`src/rtl/spi_fsi_pkg.sv`:
```
package spi_fsi_pkg;
    localparam int ADDR_W = 3;
    localparam int FLD_W  = 8;
    localparam int N_SRC  = 6;

    localparam int SRC_RX_OVF = 0;
    localparam int SRC_TX_UDF = 1;
    localparam int SRC_RX_THR = 2;
    localparam int SRC_TX_THR = 3;
    localparam int SRC_END    = 4;
    localparam int SRC_SCMD   = 5;

    localparam logic [ADDR_W-1:0] A_THR = 3'd0;
    localparam logic [ADDR_W-1:0] A_IEN = 3'd1;
    localparam logic [ADDR_W-1:0] A_IST = 3'd2;
    localparam logic [ADDR_W-1:0] A_CTL = 3'd3;
    localparam logic [ADDR_W-1:0] A_LVL = 3'd4;

    localparam int C_TXDMA   = 0;
    localparam int C_RXDMA   = 1;
    localparam int C_TXFLUSH = 2;
    localparam int C_RXFLUSH = 3;
    localparam int C_CORE    = 4;

    typedef enum logic [2:0] {
        RS_IDLE,
        RS_FLUSH_TX,
        RS_FLUSH_RX,
        RS_FLUSH_BOTH,
        RS_CORE
    } rst_state_e;
endpackage

```
`src/rtl/spi_rst_seq.sv`:
```
module spi_rst_seq
    import spi_fsi_pkg::*;
(
    input  logic clk,
    input  logic rst_n,
    input  logic ctl_wr,
    input  logic flush_tx_req,
    input  logic flush_rx_req,
    input  logic core_req,
    output logic tx_clr,
    output logic rx_clr,
    output logic core_clr
);
    rst_state_e state_q, state_d;

    // Next state depends only on this cycle's CTL write.
    always_comb begin
        state_d = RS_IDLE;
        if (ctl_wr) begin
            unique casez ({core_req, flush_rx_req, flush_tx_req})
                3'b1??:  state_d = RS_CORE;
                3'b011:  state_d = RS_FLUSH_BOTH;
                3'b010:  state_d = RS_FLUSH_RX;
                3'b001:  state_d = RS_FLUSH_TX;
                default: state_d = RS_IDLE;
            endcase
        end
    end

    always_ff @(posedge clk or negedge rst_n) begin
        if (!rst_n) state_q <= RS_IDLE;
        else        state_q <= state_d;
    end

    always_comb begin
        tx_clr   = 1'b0;
        rx_clr   = 1'b0;
        core_clr = 1'b0;
        unique case (state_q)
            RS_IDLE:       ;
            RS_FLUSH_TX:   tx_clr = 1'b1;
            RS_FLUSH_RX:   rx_clr = 1'b1;
            RS_FLUSH_BOTH: begin tx_clr = 1'b1; rx_clr = 1'b1; end
            RS_CORE:       begin tx_clr = 1'b1; rx_clr = 1'b1; core_clr = 1'b1; end
            default:       ;
        endcase
    end
endmodule

```
`src/rtl/spi_thr_detect.sv`:
```
module spi_thr_detect #(
    parameter int LVL_W    = 4,
    parameter bit AT_LEAST = 1'b1
) (
    input  logic [LVL_W-1:0] level,
    input  logic [LVL_W-1:0] thr,
    output logic             hit
);
    generate
        if (AT_LEAST) begin : g_ge
            assign hit = (level >= thr);
        end else begin : g_le
            assign hit = (level <= thr);
        end
    endgenerate
endmodule

```
`src/rtl/spi_irq_status.sv`:
```
module spi_irq_status #(
    parameter int N = 6
) (
    input  logic         clk,
    input  logic         rst_n,
    input  logic         wipe,
    input  logic [N-1:0] set,
    input  logic [N-1:0] w1c,
    output logic [N-1:0] stat
);
    for (genvar g = 0; g < N; g++) begin : g_bit
        always_ff @(posedge clk or negedge rst_n) begin
            if (!rst_n)      stat[g] <= 1'b0;
            else if (wipe)   stat[g] <= 1'b0;
            else if (set[g]) stat[g] <= 1'b1;
            else if (w1c[g]) stat[g] <= 1'b0;
        end
    end
endmodule

```
`src/rtl/spi_fifo_irq_unit.sv`:
```
module spi_fifo_irq_unit
    import spi_fsi_pkg::*;
#(
    parameter int DEPTH  = 8,
    parameter int DATA_W = 32,
    parameter int LVL_W  = $clog2(DEPTH + 1)
) (
    input  logic              clk,
    input  logic              rst_n,
    input  logic              reg_wr,
    input  logic [ADDR_W-1:0] reg_addr,
    input  logic [DATA_W-1:0] reg_wdata,
    output logic [DATA_W-1:0] reg_rdata,
    input  logic [LVL_W-1:0]  tx_level,
    input  logic [LVL_W-1:0]  rx_level,
    input  logic              tx_pop,
    input  logic              tx_empty,
    input  logic              rx_push,
    input  logic              rx_full,
    input  logic              data_phase,
    input  logic              xfer_end,
    input  logic              slv_cmd,
    output logic              irq,
    output logic              tx_dma_req,
    output logic              rx_dma_req,
    output logic              tx_fifo_clr,
    output logic              rx_fifo_clr,
    output logic              core_clr
);
    localparam logic [LVL_W-1:0] TX_THR_RST = '0;
    localparam logic [LVL_W-1:0] RX_THR_RST = LVL_W'(1);

    logic [N_SRC-1:0] ien_q;
    logic [N_SRC-1:0] stat_q;
    logic [N_SRC-1:0] set_vec;
    logic [N_SRC-1:0] w1c_vec;
    logic [LVL_W-1:0] txthr_q, rxthr_q;
    logic [1:0]       dma_en_q;
    logic             tx_hit, rx_hit;
    logic             wr_thr, wr_ien, wr_ist, wr_ctl;
    logic             unused_wdata;

    assign unused_wdata = ^reg_wdata[DATA_W-1:2*FLD_W];

    assign wr_thr = reg_wr && (reg_addr == A_THR);
    assign wr_ien = reg_wr && (reg_addr == A_IEN);
    assign wr_ist = reg_wr && (reg_addr == A_IST);
    assign wr_ctl = reg_wr && (reg_addr == A_CTL);

    function automatic logic [LVL_W-1:0] sat_thr(input logic [FLD_W-1:0] v);
        if (v > FLD_W'(DEPTH)) return LVL_W'(DEPTH);
        return v[LVL_W-1:0];
    endfunction

    spi_rst_seq u_seq (
        .clk          (clk),
        .rst_n        (rst_n),
        .ctl_wr       (wr_ctl),
        .flush_tx_req (reg_wdata[C_TXFLUSH]),
        .flush_rx_req (reg_wdata[C_RXFLUSH]),
        .core_req     (reg_wdata[C_CORE]),
        .tx_clr       (tx_fifo_clr),
        .rx_clr       (rx_fifo_clr),
        .core_clr     (core_clr)
    );

    spi_thr_detect #(.LVL_W(LVL_W), .AT_LEAST(1'b0)) u_tx_thr (
        .level (tx_level),
        .thr   (txthr_q),
        .hit   (tx_hit)
    );

    spi_thr_detect #(.LVL_W(LVL_W), .AT_LEAST(1'b1)) u_rx_thr (
        .level (rx_level),
        .thr   (rxthr_q),
        .hit   (rx_hit)
    );

    // Configuration registers; core reset pulse dominates writes.
    always_ff @(posedge clk or negedge rst_n) begin
        if (!rst_n) begin
            ien_q    <= '0;
            txthr_q  <= TX_THR_RST;
            rxthr_q  <= RX_THR_RST;
            dma_en_q <= '0;
        end else if (core_clr) begin
            ien_q    <= '0;
            txthr_q  <= TX_THR_RST;
            rxthr_q  <= RX_THR_RST;
            dma_en_q <= '0;
        end else begin
            if (wr_ien) ien_q <= reg_wdata[N_SRC-1:0];
            if (wr_thr) begin
                txthr_q <= sat_thr(reg_wdata[FLD_W-1:0]);
                rxthr_q <= sat_thr(reg_wdata[2*FLD_W-1:FLD_W]);
            end
            if (wr_ctl) dma_en_q <= {reg_wdata[C_RXDMA], reg_wdata[C_TXDMA]};
        end
    end

    always_comb begin
        set_vec             = '0;
        set_vec[SRC_RX_OVF] = rx_push && rx_full;
        set_vec[SRC_TX_UDF] = tx_pop && tx_empty && data_phase;
        set_vec[SRC_RX_THR] = rx_hit;
        set_vec[SRC_TX_THR] = tx_hit;
        set_vec[SRC_END]    = xfer_end;
        set_vec[SRC_SCMD]   = slv_cmd;
    end

    assign w1c_vec = wr_ist ? reg_wdata[N_SRC-1:0] : '0;

    spi_irq_status #(.N(N_SRC)) u_stat (
        .clk   (clk),
        .rst_n (rst_n),
        .wipe  (core_clr),
        .set   (set_vec),
        .w1c   (w1c_vec),
        .stat  (stat_q)
    );

    assign irq        = |(stat_q & ien_q);
    assign tx_dma_req = dma_en_q[0] && tx_hit;
    assign rx_dma_req = dma_en_q[1] && rx_hit;

    always_comb begin
        reg_rdata = '0;
        case (reg_addr)
            A_THR: begin
                reg_rdata[FLD_W-1:0]       = FLD_W'(txthr_q);
                reg_rdata[2*FLD_W-1:FLD_W] = FLD_W'(rxthr_q);
            end
            A_IEN: reg_rdata[N_SRC-1:0] = ien_q;
            A_IST: reg_rdata[N_SRC-1:0] = stat_q;
            A_CTL: begin
                reg_rdata[C_TXDMA]   = dma_en_q[0];
                reg_rdata[C_RXDMA]   = dma_en_q[1];
                reg_rdata[C_TXFLUSH] = tx_fifo_clr;
                reg_rdata[C_RXFLUSH] = rx_fifo_clr;
                reg_rdata[C_CORE]    = core_clr;
            end
            A_LVL: begin
                reg_rdata[FLD_W-1:0]       = FLD_W'(tx_level);
                reg_rdata[2*FLD_W-1:FLD_W] = FLD_W'(rx_level);
            end
            default: reg_rdata = '0;
        endcase
    end
endmodule

```
`config.mk`:
```
export PLATFORM = sky130hd
export DESIGN_NAME = spi_fifo_irq_unit
export DESIGN_NICKNAME = d
export VERILOG_FILES = /design/src/rtl/spi_fsi_pkg.sv /design/src/rtl/spi_rst_seq.sv /design/src/rtl/spi_thr_detect.sv /design/src/rtl/spi_irq_status.sv /design/src/rtl/spi_fifo_irq_unit.sv
export SDC_FILE = /design/constraint.sdc
export NUM_CORES = 1
export LEC_CHECK = 0
export ABC_AREA = 1
export BUFFER_PORTS_ARGS = -buffer_cell sky130_fd_sc_hd__buf_2
export CAP_MARGIN = 10
export CORE_UTILIZATION = 27
export DETAILED_ROUTE_END_ITERATION = 8
export SETUP_SLACK_MARGIN = 0.5
export SYNTH_ARGS = -nofsm -noshare
export SYNTH_HDL_FRONTEND = slang
export SYNTH_SLANG_ARGS = --single-unit
```
`constraint.sdc`:
```
create_clock -name clk -period 1.1 [get_ports clk]
set_input_delay 0.11 -clock clk [delete_from_list [all_inputs] [get_ports clk]]
set_output_delay 0.11 -clock clk [all_outputs]
set_load 0.02 [all_outputs]
```
* Yosys cells after proc, flatten, opt, wreduce, memory -nomap -nowiden
Index checks and enable logic that the tools add are counted.
** Cells by class
- Order comparisons :: 4
- Equal/unequal tests :: 11
- Multiplexer cells :: 45
- Bitwise operators :: 1
- Reductions and logical operators :: 22
** Operators by type and width (number)
- $mux W4 :: 8
- $mux W1 :: 27
- $pmux W5 S5 :: 1
- $eq A3 B2 Y1 const B :: 6
- $mux W6 :: 3
- $reduce_bool A3 Y1 :: 6
- $gt A8 B4 Y1 const B :: 2
- $pmux W3 S4 :: 1
- $pmux W6 S2 :: 1
- $eq A3 B1 Y1 const B :: 3
- $logic_and A1 B1 Y1 :: 9
- $and A6 B6 Y6 :: 1
- $eq A3 B3 Y1 const B :: 2
- $reduce_bool A2 Y1 :: 3
- $reduce_or A3 Y1 :: 2
- $reduce_or A6 Y1 :: 1
- $ge A4 B4 Y1 :: 1
- $le A4 B4 Y1 :: 1
- $mux W2 :: 2
- $logic_not A3 Y1 :: 1
- $mux W3 :: 1
- $pmux W1 S2 :: 1
** Storage, ports and cells
- Flip-flop bits (word level) :: 25
- Word-level logic and storage cells :: 94

* Logic depth before layout (Yosys ltp)
- Depth in word-level cells :: 7
- Depth in mapped cells :: 9
- Gate-level depth less buffers :: 9

* By module
Synthesis repeated with hierarchy kept, for this count alone.
** Unflattened totals
- Cells, all modules :: 291
- Area, all modules :: 1903.1 um2
** Modules (own cells, without submodules)
- spi_fifo_irq_unit :: instances 1, cells an instance 207, area each 1308.8 um2, sequential area each 401.6 um2
- spi_irq_status :: instances 1, cells an instance 30, area each 247.7 um2, sequential area each 150.1 um2
- spi_rst_seq :: instances 1, cells an instance 17, area each 127.6 um2, sequential area each 75.1 um2
- spi_thr_detect (u_rx_thr) :: instances 1, cells an instance 18, area each 110.1 um2, sequential area each 0.0 um2
- spi_thr_detect (u_tx_thr) :: instances 1, cells an instance 19, area each 108.9 um2, sequential area each 0.0 um2

* Worst setup path after synthesis
No wires, ideal clock.
- Path kind :: register to output
- Start :: register u_seq.state_q[2]
- End :: output port reg_rdata[2]
- Data arrival time :: 1202 ps
- Required time :: 990 ps
- Path slack :: -212 ps
- Stages on the path, launching flop included :: 4
- Cell sequence :: dfrtp_1 o21ai_0 nand2_1 nand2_1
** Between the ends
- Longest elaborated chain between the ends :: 4
- Elaborated cells on any way between the ends :: 6
- Those cells by class :: eq/ne (3); mux (2); reduce/logical (1)
** RTL lines
- from (decl) :: RTL line spi_rst_seq.sv:14 : rst_state_e state_q, state_d;
- from (signal assigned) :: RTL line spi_rst_seq.sv:32 : else state_q <= state_d;
- $eq A3 B1 Y1 (tied with other cells) :: RTL line spi_rst_seq.sv:39 : unique case (state_q)
- $reduce_or A3 Y1 (no source line) *
- $mux W1 * :: RTL line spi_rst_seq.sv:39
- via tx_fifo_clr :: RTL line spi_fifo_irq_unit.sv:26 : output logic tx_fifo_clr,
- $pmux W5 S5 * :: RTL line spi_fifo_irq_unit.sv:128 : case (reg_addr)
- to (decl) :: RTL line spi_fifo_irq_unit.sv:13 : output logic [DATA_W-1:0] reg_rdata,
Mark *: on every way through the listed nets, which the timed path passes. The rest lies on a longest branch.

* Final worst setup path
- Start :: register rxthr_q[0]
- End :: output port rx_dma_req
** Between the ends
- Longest elaborated chain between the ends :: 2
** RTL lines
- from (decl) :: RTL line spi_fifo_irq_unit.sv:37 : logic [LVL_W-1:0] txthr_q, rxthr_q;
- from (signal assigned) :: RTL line spi_fifo_irq_unit.sv:95 : rxthr_q <= sat_thr(reg_wdata[2*FLD_W-1:FLD_W]);
- $ge A4 B4 Y1 :: RTL line spi_thr_detect.sv:11 : assign hit = (level >= thr);
- $logic_and A1 B1 Y1 :: RTL line spi_fifo_irq_unit.sv:124 : assign rx_dma_req = dma_en_q[1] && rx_hit;
- to (decl) :: RTL line spi_fifo_irq_unit.sv:25 : output logic rx_dma_req,
No other way between the ends.

==> results.sh <==
export IMPL_nFillCells=567
export IMPL_post_route_period_util=1.478
export IMPL_io_buffers=52
export IMPL_dr_pass1_iters=6
export IMPL_crit_type="flip-flop to output pin"
export IMPL_dp_slack_ns=-0.2571
export IMPL_setup_ws_ns=-0.5263
export IMPL_seq_area_sq_um=628.1
export IMPL_insertion_delay_ns=0.26
export IMPL_instances_no_fill=449
export IMPL_reg2reg_to="u_stat.stat[2]"
export IMPL_max_freq_mhz=614.9
export IMPL_timing_hold_ws_ns=-0.2823
export IMPL_ys_ff_latch=25
export IMPL_place_congestion=0.8612
export IMPL_startpoint="rxthr_q[0]"
export IMPL_die_w_um=84.26
export IMPL_wirelength_mm=5.836
export IMPL_p_leak_nw=1.662
export IMPL_yosysUniqueCellTypes=25
export IMPL_worstHoldPathType="input pin to async pin"
export IMPL_io_pin_count=91
export IMPL_route_detailed_drc=14
export IMPL_p_per_area_nw_per_um2=897.3
export IMPL_reg2regPathDepth=10
export IMPL_vias_per_cell=4.604
export IMPL_core_region_area_sq_um=6422
export IMPL_vias=2067
export IMPL_area_growth_pct=85.27
export IMPL_violations="design-rule violations, negative hold slack, negative setup slack"
export IMPL_status="complete, but fails checks"
export IMPL_cts_clk_slew_worst_paths_ns=0.09
export IMPL_synth_avg_cell_area_sq_um=7.136
export IMPL_syn_inst=256
export IMPL_numCtsBuffers=3
export IMPL_rows=29
export IMPL_cts_root_buffer="clkbuf_8"
export IMPL_required_ns=0.99
export IMPL_nets=434
export IMPL_critical_path_arrival_ns=1.52
export IMPL_maxCapViolCount=0
export IMPL_yosysTopAreaCellShare=0.3288
export IMPL_synth_cell_area_sq_um=1827
export IMPL_start_util=0.2844
export IMPL_rsz0062_at_grt="yes"
export IMPL_drt_iter0_markers=105
export IMPL_maxSlewViolCount=0
export IMPL_synth_top_area_cell="dfrtp_1"
export IMPL_worstPathMaxFanout=2
export IMPL_final_common_cell="buf_6"
export IMPL_grt_max_degree=16
export IMPL_antenna_found_initial=0
export IMPL_grt_pass1_wl_mm=9.246
export IMPL_max_vdd_ir_drop_v=0.0004634
export IMPL_num_antenna_cells=0
export IMPL_gr_total_overflow=0
export IMPL_ys_top_cells_by_area="dfrtp_1 (33%), nand2_1 (10%), inv_1 (9.7%)"
export IMPL_r2r_start="rxthr_q[0]"
export IMPL_r2r_slack_ns=-0.38
export IMPL_ys_seq_area_frac=0.3432
export IMPL_cts_htree_levels=1
export IMPL_placed_cells=423
export IMPL_clock_skew_ns=0.001912
export IMPL_multi_input_area_sq_um=1424
export IMPL_clk_path_buf_depth=2
export IMPL_crit_path_end_kind="output pin"
export IMPL_hpwl_mm=4.334
export IMPL_die_area_sq_um=7099
export IMPL_grt_pass1_vias=2028
export IMPL_cts_sinks=25
export IMPL_grt_usage=0.1630
export IMPL_ys_warn_count=0
export IMPL_wl_per_cell_um=13.00
export IMPL_final_cell_mix="buf_6 (46), buf_2 (34), buf_4 (32)"
export IMPL_cts_tree="built"
export IMPL_fin_util=0.5270
export IMPL_drtAntennaViolNets=0
export IMPL_setup_viol_count_final=37
export IMPL_cp_start_kind="flip-flop"
export IMPL_drive_above_1_share=0.6371
export IMPL_die_h_um=84.26
export IMPL_fin_crit_ns=1.626
export IMPL_hold_violations=25
## routing by layer
metal / up-vias / routed length (um) / global-route usage
met4: 0 / 93 / 0.04232
met1: 970 / 2499 / 0.2132
met2: 71 / 2936 / 0.2869
met3: 12 / 307 / 0.01672
met5: - / 0 / 0
li1: 1014 / - / -
## per-stage QoR
stage	total power, W	setup TNS [ns]	area, sq um
2_1_floorplan	0.001750	-0.5065	2132
3_3_place_gp	0.002047	-0.9951	2609
3_5_place_dp	0.002065	-1.038	2609
4_1_cts	0.002865	-5.202	3127
5_1_grt	0.003221	-7.523	3385
6_report	0.003037	-5.676	3385
## power by group
part | switching, W | internal, W | leakage (nW) | total (W)
Clock | 0.000298 | 0.000259 | 0.0228 | 0.000557
Combinational | 0.000736 | 0.000647 | 1.33 | 0.00138
Sequential | 0.0000708 | 0.00103 | 0.304 | 0.00110
Total | 0.00110 | 0.00193 | 1.66 | 0.00304
## how the worst max path moves through the flow
stage,end,slack [ns],cells past startpoint
2_1_floorplan,rx_dma_req,-0.08,8
3_3_place_gp,rx_dma_req,-0.21,7
3_5_place_dp,rx_dma_req,-0.26,9
4_1_cts,rx_dma_req,-0.54,9
5_1_grt,rx_dma_req,-0.61,9
6_report,rx_dma_req,-0.53,9
## critical path, cell delays in order, from the launching register on
cell	delay (ns)
dfstp_2	0.57
ha_4	0.13
inv_2	0.02
nand2_1	0.05
nand2_1	0.06
nand2_1	0.08
nand2_2	0.06
o21ai_2	0.12
inv_2	0.04
buf_6	0.12
## flip-flops by register name, indices dropped and copies added (netlist names)
signal / flops
ien_q: 6
u_stat.stat: 6
rxthr_q: 4
txthr_q: 4
u_seq.state_q: 3
dma_en_q: 2
## synth_stat cells
master / n
dfrtp_1: 24
nor2_1: 20
nor2_4: 2
o21ai_1: 4
nand3_4: 1
o21ai_0: 19
nand2_4: 1
nand3_1: 15
nand3_2: 3
o22ai_1: 10
buf_6: 1
inv_1: 47
ha_1: 8
inv_2: 3
o221ai_1: 1
buf_2: 1
conb_1: 1
nand2_1: 50
a21oi_1: 13
nor3_1: 2
buf_4: 22
nand4_1: 3
dfstp_2: 1
nand2_2: 3
o21ai_2: 1
## cell type report
cell class	instances	area share
Sequential cell	25	0.1856
Clock buffer	4	0.01331
Multi-Input combinational cell	178	0.4207
Tap cell	77	0.02847
Timing Repair Buffer	115	0.2891
Inverter	50	0.06285
## timing repair
| action | in CTS | in global routing |
|---|---|---|
| endpoints found under the setup margin | 41 | 41 |
| endpoints found under the hold margin | 25 | 9 |
| pin swaps | 19 | 30 |
| setup buffers | 14 | 7 |
| cloned | 1 | 0 |
| gates resized for setup | 99 | 59 |
## kinds of logic (layout without fill, tap and decap cells)
group                      Yosys count  count (layout)  synth area share
AOI/OAI and AO/OA                   48              48            0.1425
and+or+nand+nor                    100             100            0.2555
buffers and inverters               74             169            0.2021
other                                1              22          0.002053
DFF                                 25              25            0.3432
adders and majority gates            8               8           0.05480
(Power assumes the default switching activity.)
